## src/rtl/hdlc_rx_pkg.sv

```systemverilog
package hdlc_rx_pkg;

    localparam int          DLY       = 7;
    localparam int          FILL_W    = $clog2(DLY + 1);
    localparam int          RUN_W     = 3;
    localparam int          STUFF_RUN = 5;
    localparam int          FLAG_RUN  = 6;
    localparam int          SHORT16   = 32;
    localparam int          SHORT32   = 48;
    localparam logic [31:0] POLY16    = 32'h0000_8408;
    localparam logic [31:0] POLY32    = 32'hEDB8_8320;
    localparam logic [15:0] GOOD16    = 16'hF0B8;
    localparam logic [31:0] GOOD32    = 32'hDEBB_20E3;

    typedef enum logic {ST_HUNT, ST_FRAME} rx_state_e;

    typedef struct packed {
        logic ovf;
        logic abrt;
        logic lng;
        logic nonoct;
        logic crcerr;
        logic shrt;
    } rx_stat_t;

    typedef struct packed {
        logic flag;
        logic abrt;
        logic dvld;
        logic dbit;
    } line_ev_t;

    function automatic logic [31:0] crc_seed(logic wide);
        return wide ? 32'hFFFF_FFFF : 32'h0000_FFFF;
    endfunction

    function automatic logic [31:0] crc_next(logic [31:0] c, logic b, logic wide);
        logic [31:0] n;
        n = wide ? {1'b0, c[31:1]} : {17'b0, c[15:1]};
        if (c[0] ^ b)
            n = n ^ (wide ? POLY32 : POLY16);
        return n;
    endfunction

endpackage

```

## src/rtl/hdlc_rx_linedec.sv

```systemverilog
module hdlc_rx_linedec
    import hdlc_rx_pkg::*;
(
    input  logic     clk,
    input  logic     rst,
    input  logic     bit_en,
    input  logic     bit_in,
    output line_ev_t ev
);
    localparam logic [RUN_W-1:0] RUN_MAX = '1;

    logic [RUN_W-1:0] ones;

    always_comb begin
        ev      = '0;
        ev.dbit = bit_in;
        if (bit_en) begin
            if (!bit_in) begin
                if (ones == RUN_W'(FLAG_RUN))
                    ev.flag = 1'b1;
                else if (ones != RUN_W'(STUFF_RUN))
                    ev.dvld = 1'b1;
            end else begin
                if (ones == RUN_W'(FLAG_RUN))
                    ev.abrt = 1'b1;
                else if (ones < RUN_W'(FLAG_RUN))
                    ev.dvld = 1'b1;
            end
        end
    end

    always_ff @(posedge clk) begin
        if (rst)
            ones <= '0;
        else if (bit_en) begin
            if (!bit_in)
                ones <= '0;
            else if (ones != RUN_MAX)
                ones <= ones + RUN_W'(1);
        end
    end

endmodule

```

## src/rtl/hdlc_rx_crc.sv

```systemverilog
module hdlc_rx_crc
    import hdlc_rx_pkg::*;
(
    input  logic clk,
    input  logic rst,
    input  logic init,
    input  logic step,
    input  logic bit_i,
    input  logic wide,
    output logic ok
);
    logic [31:0] crc;

    always_ff @(posedge clk) begin
        if (rst)
            crc <= '0;
        else if (init)
            crc <= crc_seed(wide);
        else if (step)
            crc <= crc_next(crc, bit_i, wide);
    end

    assign ok = wide ? (crc == GOOD32) : (crc[15:0] == GOOD16);

endmodule

```

## src/rtl/hdlc_rx_status.sv

```systemverilog
module hdlc_rx_status
    import hdlc_rx_pkg::*;
#(
    parameter int LEN_W = 16
) (
    input  logic             clk,
    input  logic             rst,
    input  logic             bit_en,
    input  logic             bit_in,
    input  logic             crc32_mode,
    input  logic [LEN_W-1:0] max_len,
    input  logic             fast_abort,
    input  logic             ovf_in,
    output logic [7:0]       byte_out,
    output logic             byte_vld,
    output logic             frame_end,
    output logic [5:0]       status
);
    rx_state_e         state;
    line_ev_t          ev;
    logic [DLY-1:0]    dly;
    logic [FILL_W-1:0] fill;
    logic [LEN_W-1:0]  cnt;
    logic [7:0]        acc;
    logic              ovf_seen;
    logic              crc_ok;
    rx_stat_t          stat_q;
    rx_stat_t          stat_n;

    logic in_frame, push, full, commit, at_max, take;
    logic ev_fast, ev_abort, ev_close, ev_long, finish, start, ovf_now;

    hdlc_rx_linedec u_line (
        .clk    (clk),
        .rst    (rst),
        .bit_en (bit_en),
        .bit_in (bit_in),
        .ev     (ev)
    );

    hdlc_rx_crc u_crc (
        .clk   (clk),
        .rst   (rst),
        .init  (start),
        .step  (take),
        .bit_i (dly[0]),
        .wide  (crc32_mode),
        .ok    (crc_ok)
    );

    always_comb begin
        in_frame = (state == ST_FRAME);
        push     = in_frame && ev.dvld && !fast_abort;
        full     = (fill == FILL_W'(DLY));
        commit   = push && full;
        at_max   = (cnt == max_len);
        take     = commit && !at_max;
        ev_fast  = in_frame && fast_abort;
        ev_abort = in_frame && !fast_abort && ev.abrt;
        ev_close = in_frame && !fast_abort && ev.flag && (cnt != '0);
        ev_long  = commit && at_max;
        finish   = ev_fast || ev_abort || ev_close || ev_long;
        start    = ev.flag && !ev_fast;
        ovf_now  = ovf_seen || ovf_in;

        stat_n        = '0;
        stat_n.shrt   = int'(cnt) < (crc32_mode ? SHORT32 : SHORT16);
        stat_n.crcerr = !crc_ok;
        stat_n.nonoct = |cnt[2:0];
        stat_n.lng    = ev_long;
        stat_n.abrt   = ev_fast || ev_abort;
        stat_n.ovf    = ovf_now;
    end

    always_ff @(posedge clk) begin
        if (rst) begin
            state     <= ST_HUNT;
            dly       <= '0;
            fill      <= '0;
            cnt       <= '0;
            acc       <= '0;
            ovf_seen  <= 1'b0;
            stat_q    <= '0;
            frame_end <= 1'b0;
            byte_out  <= '0;
            byte_vld  <= 1'b0;
        end else begin
            frame_end <= finish;
            stat_q    <= finish ? stat_n : '0;
            byte_vld  <= 1'b0;
            if (start) begin
                state    <= ST_FRAME;
                fill     <= '0;
                cnt      <= '0;
                acc      <= '0;
                ovf_seen <= 1'b0;
            end else if (finish) begin
                state <= ST_HUNT;
            end else if (in_frame) begin
                ovf_seen <= ovf_now;
                if (push) begin
                    dly <= {ev.dbit, dly[DLY-1:1]};
                    if (!full)
                        fill <= fill + FILL_W'(1);
                end
                if (take) begin
                    acc <= {dly[0], acc[7:1]};
                    cnt <= cnt + LEN_W'(1);
                    if (cnt[2:0] == 3'd7) begin
                        byte_out <= {dly[0], acc[7:1]};
                        byte_vld <= 1'b1;
                    end
                end
            end
        end
    end

    assign status = stat_q;

    // no status outside the strobe cycle
    a_r9_status_quiet: assert property (@(posedge clk) disable iff (rst)
        !frame_end |-> (status == 6'd0));

    // a fast abort inside a frame ends it as aborted
    a_r7_fast_abort: assert property (@(posedge clk) disable iff (rst)
        (in_frame && fast_abort) |=> (frame_end && status[4]));

    // a long frame leaves the receiver hunting for a flag
    a_r6_long_hunts: assert property (@(posedge clk) disable iff (rst)
        (frame_end && status[3]) |-> (state == ST_HUNT));

    // no bytes are produced while hunting
    a_r10_hunt_no_bytes: assert property (@(posedge clk) disable iff (rst)
        (state == ST_HUNT) |=> !byte_vld);

    // overflow reported on the ending cycle is carried into status
    a_r8_ovf_on_end: assert property (@(posedge clk) disable iff (rst)
        (in_frame && fast_abort && ovf_in) |=> status[5]);

endmodule

```

## config.mk

```make
export PLATFORM = sky130hd
export DESIGN_NAME = hdlc_rx_status
export DESIGN_NICKNAME = d
export VERILOG_FILES = /design/src/rtl/hdlc_rx_pkg.sv /design/src/rtl/hdlc_rx_linedec.sv /design/src/rtl/hdlc_rx_crc.sv /design/src/rtl/hdlc_rx_status.sv
export SDC_FILE = /design/constraint.sdc
export NUM_CORES = 1
export LEC_CHECK = 0
export ABC_CLOCK_PERIOD_IN_PS = 2850
export BUFFER_PORTS_ARGS = -buffer_cell sky130_fd_sc_hd__buf_4
export CELL_PAD_IN_SITES_DETAIL_PLACEMENT = 0
export CELL_PAD_IN_SITES_GLOBAL_PLACEMENT = 1
export CORE_UTILIZATION = 35
export DETAILED_ROUTE_END_ITERATION = 12
export HOLD_SLACK_MARGIN = 0.15
export PLACE_DENSITY = 0.69
export SETUP_SLACK_MARGIN = 0.5
export SYNTH_ARGS = -nofsm -noshare
export SYNTH_HDL_FRONTEND = slang
export SYNTH_SLANG_ARGS = --single-unit
```

## constraint.sdc

```tcl
create_clock -name clk -period 2.85 [get_ports clk]
set_input_delay 0 -clock clk [delete_from_list [all_inputs] [get_ports clk]]
set_output_delay 0 -clock clk [all_outputs]
set_load 0.01 [all_outputs]
```

==> results.md <==
- Synth Instances: 492
- Layout Nets: 552
- Synth-to-Final Area Change: 18.7%
- Syn. warnings: 0
- CTS root buffer: clkbuf_16
- TNS Setup: 0 ns
- Flops & latches, synth: 86
- Global-route wire length before repair: 18.0 mm
- Post-synth top area share: 39.7%
- Worst Hold Launch: max_len[2]
- N_diodes: 0
- Initial drt markers: 220
- Reg2Reg Depth: 7
- Die ar.: 12,800 um^2
- Post-synthesis adder-cell area fraction: 2.60%
- H-tree levels: 3
- Reg-to-reg critical path endpoint: u_crc.crc[7]
- Setup violations, final: 0
- Clk sinks: 86
- Worst Clk Skew: 0.00785 ns
- CP bufs+invs: 2
- CTS tree: yes
- Flop-to-flop setup slack: 0.60 ns
- Total GRT Usage: 17.8%
- Worst Setup Path Type: reg2reg
- Synth Area in Compound Gates: 16.8%
- Die height: 113 um
- Final ANT Viol Nets: 0
- Xor and xnor area share after synthesis: 6.87%
- GRT Residual Overflow: 0
- Crit-path max FO: 19
- GPL Wtd Cong: 0.800
- WP data arrival: 2.51 ns
- Io pins: 39
- Post-synthesis net count: 524
- Worst setup SP type: flip-flop
- Via density: 5.35
- Wire length per cell: 15.5 um
- Run status: finished, final reports clean
- Total wire length: 10.7 mm
- P_leak: 1.85 nW
- # rows: 40
- Net switching power: 0.000553 W
- Combinational share of power: 3.6%
- Most frequent cells after synthesis: dfxtp_1, nand2_1, nor2_1
- Hold slack: 0.450 ns
- Number of remaining DRC errors: 0
- Placed Cells: 671
- Net Sw Frac: 21.3%
- Synth unique cells: 52
- CP peak stage delay: 0.39 ns
- Clock Latency Late Sink: 0.35 ns
- Min-Delay Endpoint: status[3]
- Peak supply drop: 0.357 mV
- Largest cells by area after synthesis: dfxtp_1, mux2i_1, nand2_1
- Vias in the first global route: 3,529
- Most common cell in the netlist: dfxtp_1
- Pin count of the biggest net entering global routing: 37
- RSZ-0062 raised after global routing: true
- Total CTS buffers: 9
- DR vias: 3,709
- Crit end category: flip-flop
- Clk slew on worst S/H paths: 0.07 ns
- Initial antenna violation count: 0
- Main combinational cell family by area after synthesis: simple AND/OR/NAND/NOR gates
- Hold crit path type: in2reg
- Clock Tree Buf Depth: 2
- Required @ worst endpoint: 3.11 ns
- Final non-filler cell total: 693
- Chip Width: 113 um
- Hold path depth: 6
- Core area: 12,100 um^2
- Fmax: 444 MHz
- # Max-Cap Violations: 0
- Initial core utilization: 35.9%
- Top FF cell, synth: dfxtp_1
- Post-Syn Area: 4330 um^2
- Synth area leader: dfxtp_1
- Worst-Margin Slew: 0.761 ns
- Hpwl dp: 7.17 mm
- Asr flop ratio synth: 0%
- Mean Syn Cell Area: 8.81 um^2
- Mux share of post-synthesis cell area: 5.54%
- Minimum clock period: 2.25 ns
- Port Buffer Count: 38
- Register area share after synthesis: 39.7%
- RR Startpoint: u_line.ones[1]
- Slew HR: 49.2%
- Crit path max-delay family: simple AND/OR/NAND/NOR gates
- Power Dens Cells: 503 nW/um^2
- Layout cells sized above 1: 15.6%
- Final Hold Fails: 0
- Final period util: 79.0%
- Clock network fraction of total power: 49.9%
- Crit path cell chain: inv_1, ha_1, or3_4, a31oi_4, nand2_2, buf_4, a211oi_1
- First-pass iteration count of the detailed router: 4
- Cell-internal power: 0.00204 W
- Number of flops mapped to enable cells by yosys: 0
- Post-synthesis simple-gate area fraction: 22.2%
- Sequential power share: 46.5%
- Slowest CP cell: dfxtp_1
- Final Max Tran Viols: 0
==> repair_timing <==
action | 4_1_cts | 5_1_grt
pin swaps | 0 | 2
hold buffers | 6 | 0
setup endpoints to repair | 9 | 13
resized for setup | 2 | 4
setup buffers | 0 | 0
endpoints found under the hold margin | 30 | 0
==> layer usage <==
metal,vias to the layer above,part of all wire [%],GRT usage (%)
met5,-,0,0
met4,0,2.0,8.25
met3,12,4.4,4.18
met1,1745,48,23.5
met2,80,46,27.6
li1,1872,-,-
==> layout by cell type (no fill, tap or decap), types with 4 or more instances in the layout <==
cell type      netlist  layout
buf_4                3      50
nor3_1              30      30
or4_1                6       6
mux2i_1             24      24
dfxtp_1             86      85
xor2_1              20      20
nand2_1             51      50
o2111ai_1           17      17
o21ai_0             13      13
o31ai_1              5       5
a21oi_1             19      19
dlygate4sd3_1        0       6
o311ai_0            16      16
nand4_1             13      13
clkbuf_16            0       9
ha_1                 9       9
xnor2_1             14      14
nand3_1             15      15
inv_1               14      14
nor2_1              31      30
or3_1                6       6
a211oi_1            15      15
nor4_2               3       4
nor4_1               7       6
==> per-stage QoR <==
| stage | setup slack (ns) | util [%] | power (W) | area (um^2) |
|---|---|---|---|---|
| 2_1_floorplan | 0.816 | - | 0.00128 | 4330 |
| 3_5_place_dp | 0.456 | 39.2 | 0.00132 | 4730 |
| 5_1_grt | 0.459 | 42.6 | 0.00268 | 5140 |
| 4_1_cts | 0.570 | 42.5 | 0.00262 | 5120 |
| 3_3_place_gp | 0.511 | 39.2 | 0.00132 | 4730 |
| 6_report | 0.598 | 42.6 | 0.00259 | 5140 |
==> how the worst max path moves through the flow <==
stage                              start             to  slack, ns  cells past startpoint
final                     u_line.ones[1]   u_crc.crc[7]       0.60                      7
after floorplan           u_line.ones[0]    byte_out[7]       0.82                      8
after global routing      u_line.ones[1]  u_crc.crc[11]       0.46                      7
after global placement    u_line.ones[0]         cnt[9]       0.51                      7
after detailed placement  u_line.ones[0]        cnt[11]       0.46                      7
after CTS                 u_line.ones[0]        cnt[11]       0.57                      7
==> layout make-up <==
cell class / count / area [um^2]
Multi-Input combinational cell: 351 / 2370
Inverter: 15 / 56.3
Sequential cell: 86 / 1720
Timing Repair Buffer: 57 / 455
Clock inverter: 5 / 82.6
Fill cell: 1193 / 6920
Tap cell: 168 / 210
Clock buffer: 11 / 243
==> cell families after synthesis <==
kind of cell | Yosys count
AND/OR/NAND/NOR | 185
AO/OA/AOI/OAI | 99
flip-flops | 86
buffers and inverters | 55
XOR/XNOR | 34
multiplexers | 24
adder cells (fa/ha/maj) | 9
==> power by group through the flow <==
stage,registers (W),logic (W),clock network [W]
finish,0.00120,0.0000941,0.00129
global route,0.00120,0.000104,0.00138
CTS,0.00120,0.0000953,0.00133
detailed placement,0.00123,0.0000886,0
global placement,0.00123,0.0000872,0
floorplan,0.00123,0.0000444,0
==> registers in the layout, indices dropped and copies added (netlist names), 3 cells and up <==
name         count
u_crc.crc       32
cnt             16
byte_out         8
acc              7
dly              7
status           6
fill             3
u_line.ones      3
==> worst reg2reg max path, stage by stage (launching register included) <==
cell and delay [ns]:
dfxtp_1 0.39, inv_1 0.06, ha_1 0.17, or3_4 0.39, a31oi_4 0.32, nand2_2 0.29
buf_4 0.30, a211oi_1 0.24
No activity file was read; power rests on OpenSTA's default activity.
